$ cat config.mk
export PLATFORM = sky130hd
export DESIGN_NAME = usec_tick_timer
export DESIGN_NICKNAME = d
export VERILOG_FILES = /design/src/rtl/tmr_pkg.sv /design/src/rtl/tmr_prescaler.sv /design/src/rtl/tmr_counter.sv /design/src/rtl/tmr_event.sv /design/src/rtl/usec_tick_timer.sv
export SDC_FILE = /design/constraint.sdc
export NUM_CORES = 1
export LEC_CHECK = 0
export BUFFER_PORTS_ARGS = -buffer_cell sky130_fd_sc_hd__buf_2
export CAP_MARGIN = 5
export CORE_MARGIN = 2
export CORE_UTILIZATION = 50
export CTS_CLUSTER_SIZE = 25
export DETAILED_ROUTE_END_ITERATION = 8
export PLACE_DENSITY = 0.73
export SLEW_MARGIN = 10
export SYNTH_ARGS = -nofsm -noshare
export SYNTH_HDL_FRONTEND = slang
export SYNTH_SLANG_ARGS = --single-unit
$ cat constraint.sdc
create_clock -name clk -period 3.8 [get_ports clk]
set_input_delay 0.95 -clock clk [delete_from_list [all_inputs] [get_ports clk]]
set_output_delay 0.95 -clock clk [all_outputs]
set_load 0.02 [all_outputs]
$ cat src/rtl/tmr_pkg.sv
package tmr_pkg;
   localparam int unsigned DATA_W      = 32;
   localparam int unsigned ADDR_W      = 2;
   localparam int unsigned BIT_RUN     = 0;
   localparam int unsigned BIT_RESTART = 1;
   localparam int unsigned BIT_CLR_EVT = 2;
   localparam int unsigned EVT_LSB     = 4;
   localparam int unsigned EVT_FIELD_W = 4;
   localparam int unsigned BIT_IRQ_EN  = 8;
   localparam int unsigned BIT_CLR_STS = 9;
   localparam int unsigned BIT_STS     = 10;

   typedef enum logic [ADDR_W-1:0] {
      ADR_CTRL  = 2'd0,
      ADR_CMP   = 2'd1,
      ADR_COUNT = 2'd2,
      ADR_SPARE = 2'd3
   } tmr_addr_e;

   typedef struct packed {
      logic run;
      logic restart;
      logic irq_en;
   } tmr_ctrl_t;
endpackage

$ cat src/rtl/tmr_prescaler.sv
module tmr_prescaler #(
   parameter int unsigned DIV = 100
) (
   input  logic clk,
   input  logic rst_n,
   input  logic run,
   output logic tick
);
   initial begin
      if (DIV < 1) $error("tmr_prescaler: DIV must be at least 1");
   end

   generate
      if (DIV == 1) begin : g_direct
         assign tick = run;
      end else begin : g_divide
         localparam int unsigned PW = $clog2(DIV);
         localparam logic [PW-1:0] LAST = PW'(DIV - 1);
         logic [PW-1:0] phase;

         always_ff @(posedge clk or negedge rst_n) begin
            if (!rst_n) begin
               phase <= '0;
            end else if (!run) begin
               phase <= '0;
            end else if (phase == LAST) begin
               phase <= '0;
            end else begin
               phase <= phase + 1'b1;
            end
         end

         assign tick = run && (phase == LAST);
      end
   endgenerate
endmodule

$ cat src/rtl/tmr_counter.sv
module tmr_counter #(
   parameter int unsigned CNT_W = 32
) (
   input  logic             clk,
   input  logic             rst_n,
   input  logic             tick,
   input  logic             restart,
   input  logic [CNT_W-1:0] cmp,
   output logic [CNT_W-1:0] count,
   output logic             hit
);
   logic [CNT_W-1:0] next_val;

   assign next_val = count + 1'b1;
   assign hit      = tick && (next_val == cmp);

   always_ff @(posedge clk or negedge rst_n) begin
      if (!rst_n) begin
         count <= '0;
      end else if (tick) begin
         if (hit && restart) begin
            count <= '0;
         end else begin
            count <= next_val;
         end
      end
   end
endmodule

$ cat src/rtl/tmr_event.sv
module tmr_event #(
   parameter int unsigned OVF_W = 4
) (
   input  logic             clk,
   input  logic             rst_n,
   input  logic             hit,
   input  logic             clr_sts,
   input  logic             clr_evt,
   output logic             sts,
   output logic [OVF_W-1:0] evt
);
   logic [OVF_W-1:0] evt_base;

   assign evt_base = clr_evt ? '0 : evt;

   always_ff @(posedge clk or negedge rst_n) begin
      if (!rst_n) begin
         sts <= 1'b0;
         evt <= '0;
      end else begin
         if (hit) begin
            sts <= 1'b1;
         end else if (clr_sts) begin
            sts <= 1'b0;
         end
         evt <= evt_base + OVF_W'(hit);
      end
   end
endmodule

$ cat src/rtl/usec_tick_timer.sv
module usec_tick_timer
   import tmr_pkg::*;
#(
   parameter int unsigned CLK_PER_US   = 200,
   parameter int unsigned CNT_W        = 32,
   parameter int unsigned OVF_W        = 4,
   parameter bit          HAS_COUNT_RD = 1'b1
) (
   input  logic              clk,
   input  logic              rst_n,
   input  logic              wr_en,
   input  logic [1:0]        addr,
   input  logic [31:0]       wdata,
   output logic [31:0]       rdata,
   output logic              irq
);
   initial begin
      if (CNT_W < 2 || CNT_W > DATA_W) $error("usec_tick_timer: CNT_W out of range");
      if (OVF_W < 1 || OVF_W > EVT_FIELD_W) $error("usec_tick_timer: OVF_W out of range");
      if (CLK_PER_US < 1) $error("usec_tick_timer: CLK_PER_US must be at least 1");
   end

   tmr_ctrl_t        ctrl_q;
   logic [CNT_W-1:0] cmp_q;
   logic [CNT_W-1:0] count_q;
   logic             tick;
   logic             hit;
   logic             sts;
   logic [OVF_W-1:0] evt;
   logic             wr_ctrl;
   logic             wr_cmp;
   logic             clr_sts;
   logic             clr_evt;
   logic [DATA_W-1:0] ctrl_rd;
   logic [DATA_W-1:0] count_rd;

   assign wr_ctrl = wr_en && (addr == ADR_CTRL);
   assign wr_cmp  = wr_en && (addr == ADR_CMP);
   assign clr_sts = wr_ctrl && wdata[BIT_CLR_STS];
   assign clr_evt = wr_ctrl && wdata[BIT_CLR_EVT];

   always_ff @(posedge clk or negedge rst_n) begin
      if (!rst_n) begin
         ctrl_q <= '0;
         cmp_q  <= '0;
      end else begin
         if (wr_ctrl) begin
            ctrl_q.run     <= wdata[BIT_RUN];
            ctrl_q.restart <= wdata[BIT_RESTART];
            ctrl_q.irq_en  <= wdata[BIT_IRQ_EN];
         end
         if (wr_cmp) begin
            cmp_q <= wdata[CNT_W-1:0];
         end
      end
   end

   tmr_prescaler #(.DIV(CLK_PER_US)) u_pre (
      .clk   (clk),
      .rst_n (rst_n),
      .run   (ctrl_q.run),
      .tick  (tick)
   );

   tmr_counter #(.CNT_W(CNT_W)) u_cnt (
      .clk     (clk),
      .rst_n   (rst_n),
      .tick    (tick),
      .restart (ctrl_q.restart),
      .cmp     (cmp_q),
      .count   (count_q),
      .hit     (hit)
   );

   tmr_event #(.OVF_W(OVF_W)) u_evt (
      .clk     (clk),
      .rst_n   (rst_n),
      .hit     (hit),
      .clr_sts (clr_sts),
      .clr_evt (clr_evt),
      .sts     (sts),
      .evt     (evt)
   );

   always_comb begin
      ctrl_rd                        = '0;
      ctrl_rd[BIT_RUN]               = ctrl_q.run;
      ctrl_rd[BIT_RESTART]           = ctrl_q.restart;
      ctrl_rd[EVT_LSB +: OVF_W]      = evt;
      ctrl_rd[BIT_IRQ_EN]            = ctrl_q.irq_en;
      ctrl_rd[BIT_STS]               = sts;
   end

   generate
      if (HAS_COUNT_RD) begin : g_count_rd
         assign count_rd = DATA_W'(count_q);
      end else begin : g_no_count_rd
         assign count_rd = '0;
      end
   endgenerate

   always_comb begin
      unique case (tmr_addr_e'(addr))
         ADR_CTRL:  rdata = ctrl_rd;
         ADR_CMP:   rdata = DATA_W'(cmp_q);
         ADR_COUNT: rdata = count_rd;
         default:   rdata = '0;
      endcase
   end

   assign irq = ctrl_q.irq_en & sts;
endmodule

==> results.ini <==
[run_status]
outcome = finished clean

[cts]
cts-buffers-inserted = 9
cts_resized = 0
path_clk_slew_ns = 0.08
clock-sinks = 80
clockRootBuffer = clkbuf_8
cts_tree = done
hold_buffers = 0
cts_htree_levels = 3
clock_latency_ns = 0.37
post-cts-setup-buffers = 0
cts_buffer_depth = 2

[drt]
routed_wl_um = 12000
viasPerCell = 5.81
vias = 4145
routedWlPerCell_um = 16.9
antenna_left = 0
drt_iter0_drc = 206
firstDrtPassIters = 5
route.detailed.drc = 0

[logic_synthesis]
synth-simple-area-share_pct = 20.5
synth_top_area_share_pct = 39.7
synthCells = 522
synth_top_family_by_area = simple AND/OR/NAND/NOR gates
synth_area_leaders = dfrtp_1 (40%), mux2_2 (8.0%), xnor2_1 (6.4%)
yosysTopAreaCell = dfrtp_1
ys_types = 58
synthXorXnorAreaFrac_pct = 11.8
avgSynthCellArea_um2 = 9.65
ys_ff_latch = 80
yosys.area_share.adder_pct = 0.993
ys_warn_count = 0
syn_area_um2 = 5040
async_flop_share_pct = 100
synthMuxAreaShare_pct = 10.2
synth_ff_type = dfrtp_1
seq_area_frac_synth_pct = 39.7
synth_compound_gate_area_share_pct = 12.2
synth-edff-count = 0
syn_nets = 563

[setup_path]
path_class = register to register
critPathMaxFanout = 7
critPathLaunchType = register
end_kind = register
critPathSlowestCell = or4b_1
max_stage_delay_ns = 0.65
cp_data_required_time_ns = 4.10
worstPathCellList = ha_1 > nand3_1 > or4b_1 > nor3_2 > xnor2_1 > o21ai_0 > a211oi_1 > o2111a_1 > and3_1 > ha_1 > nand3_1 > xor2_1 > a21oi_1
critPathArrivalTime_ns = 3.70

[place]
pre_cts_ws_ns = 0.448
dpl_cell_area_um2 = 5480
place.gp.congestion = 0.952
numPlacedInstances = 697
portBuffers = 69
post-dp-hpwl_um = 8620

[final_layout]
fin_cells = 713
nFillCells = 874
n_antenna_cell = 0
final_common_cell = dfrtp_1
final_layout_size_suffix_gt1_share_pct = 25.5
nets = 616
final_cell_mix = dfrtp_1 (80), buf_2 (68), nand2_1 (45)
regArea_um2 = 2000
area_delta_synth_final_pct = 13.0
design_area_um2 = 5690
multi_input_area_um2 = 2810
fin_util_pct = 58.2

[power_and_ir_drop]
power.density_nw_per_um2 = 369
netSwitchingPower_mw = 0.594
p_leak_nw = 2.63
p_seq_share_pct = 48.4
p_sw_share_pct = 28.3
p_comb_share_pct = 18.2
finalPower_mw = 2.10
p_int_mw = 1.51
clockPowerShare_pct = 33.4
peakVddDrop_v = 0.000189

[sta]
max_slew.worst_pin.slew_ns = 1.03
setup_slack_ns = 0.402
fmax_mhz = 294
slew_viol_final = 0
setup_viol = 0
setup_tns_ns = 0
hold_viol = 0
rsz0062_at_grt = false
min_period_ns = 3.40
timing.final.crit_share_pct = 89.4
skew_ns = 0.0139
worst_hold_slack_ns = 0.459
maxSlewHeadroom_pct = 31.0

[run]
cap_violations = 0

[grt]
grtUsageTotal_pct = 23.0
grt_max_degree = 81
grt-ovfl-total = 0
antenna_found_initial = 0
grt_pass1_vias = 4146
grt_pass1_wl_um = 20400

[worst_hold_path]
min_path_type = register to register

[die]
initial_core_util_pct = 51.6
dieArea_um2 = 10900
die_height_um = 104
rows = 36
core_area_um2 = 9770
pin_count = 70
fp.dieW_um = 104

-- path summary, 6_finish.rpt --
check,start,endpoint,slack (ns),depth (start not counted)
hold / removal,u_pre.g_divide.phase[0]$_DFF_PN0_,u_pre.g_divide.phase[0]$_DFF_PN0_,0.46,1
min in group asynchronous,rst_n,cmp_q[16]$_DFFE_PN0P_,0.75,1
setup / recovery,u_cnt.count[0]$_DFFE_PN0P_,u_evt.evt[3]$_DFF_PN0_,0.40,13
setup reg to reg,u_cnt.count[0]$_DFFE_PN0P_,u_evt.evt[3]$_DFF_PN0_,0.40,13
hold reg to reg,u_pre.g_divide.phase[0]$_DFF_PN0_,u_pre.g_divide.phase[0]$_DFF_PN0_,0.46,1
max in group asynchronous,rst_n,cmp_q[0]$_DFFE_PN0P_,2.39,1
-- critical path: cells and delay by family, from the launching register on --
kind                       cells  cell delay [ns]
adders and majority gates      2             0.46
xor gates and xnor gates       2             0.28
DFF                            1             0.47
and+or+nand+nor                5             1.34
AOI/OAI and AO/OA              4             0.77
-- power by group through the flow --
stage               registers [mW]  logic [mW]  clock network (mW)
global placement              1.03       0.375                   0
detailed placement            1.03       0.384                   0
floorplan                     1.01       0.274                   0
CTS                           1.02       0.386               0.711
finish                        1.02       0.382               0.703
global route                  1.03       0.419               0.747
-- cell usage after synthesis, types with 2 or more instances --
master and count:
a21o_1 10, a21oi_1 12, a22o_1 24, and2_1 6
and3_1 7, and4_1 4, buf_1 2, buf_2 14
buf_4 4, clkbuf_1 21, clkbuf_2 2, dfrtp_1 80
ha_1 4, inv_1 6, mux2_2 36, mux2i_1 11
nand2_1 45, nand2b_1 2, nand3_1 20, nand3b_1 4
nand4_1 11, nand4_2 2, nand4b_1 3, nor2_1 40
nor2b_1 6, nor3_1 8, nor3_2 2, nor3b_1 4
nor4_1 6, o2111a_1 2, o2111ai_1 2, o21ai_0 16
o31ai_1 2, or2_2 3, or3_1 9, or4_1 2
or4b_1 3, xnor2_1 37, xor2_1 31
-- cell families (layout without fill, tap and decap cells) --
group / count (synthesis) / in the layout
AO/OA/AOI/OAI: 83 / 83
XOR/XNOR: 68 / 68
adder cells (fa/ha/maj): 4 / 4
buffers and inverters: 50 / 108
flip-flops: 80 / 80
multiplexers: 47 / 47
AND/OR/NAND/NOR: 190 / 190
-- flip-flops by register name (all words and copies together) (netlist names) --
name	flops
cmp_q	32
ctrl_q	3
u_cnt.count	32
u_evt.evt	4
u_evt.sts	1
u_pre.g_divide.phase	8
-- per-layer routing --
layer  share of wire, %  GRT usage, %  vias up
met5                  0             0        -
met4                2.4          11.4        0
met3                5.2          3.38       26
met2                 47          35.4      138
met1                 45          31.5     2028
li1                   -             -     1953
-- cell type report --
| cell class | instances | share of cell area, % |
|---|---|---|
| repair buffers | 86 | 8.35 |
| clock inverters | 3 | 1.14 |
| flip-flops and latches | 80 | 35.2 |
| inverters | 6 | 0.396 |
| multi-input cells | 392 | 49.4 |
| clock buffers | 13 | 2.62 |
| well taps | 133 | 2.92 |
No activity file was read; power rests on OpenSTA's default activity.
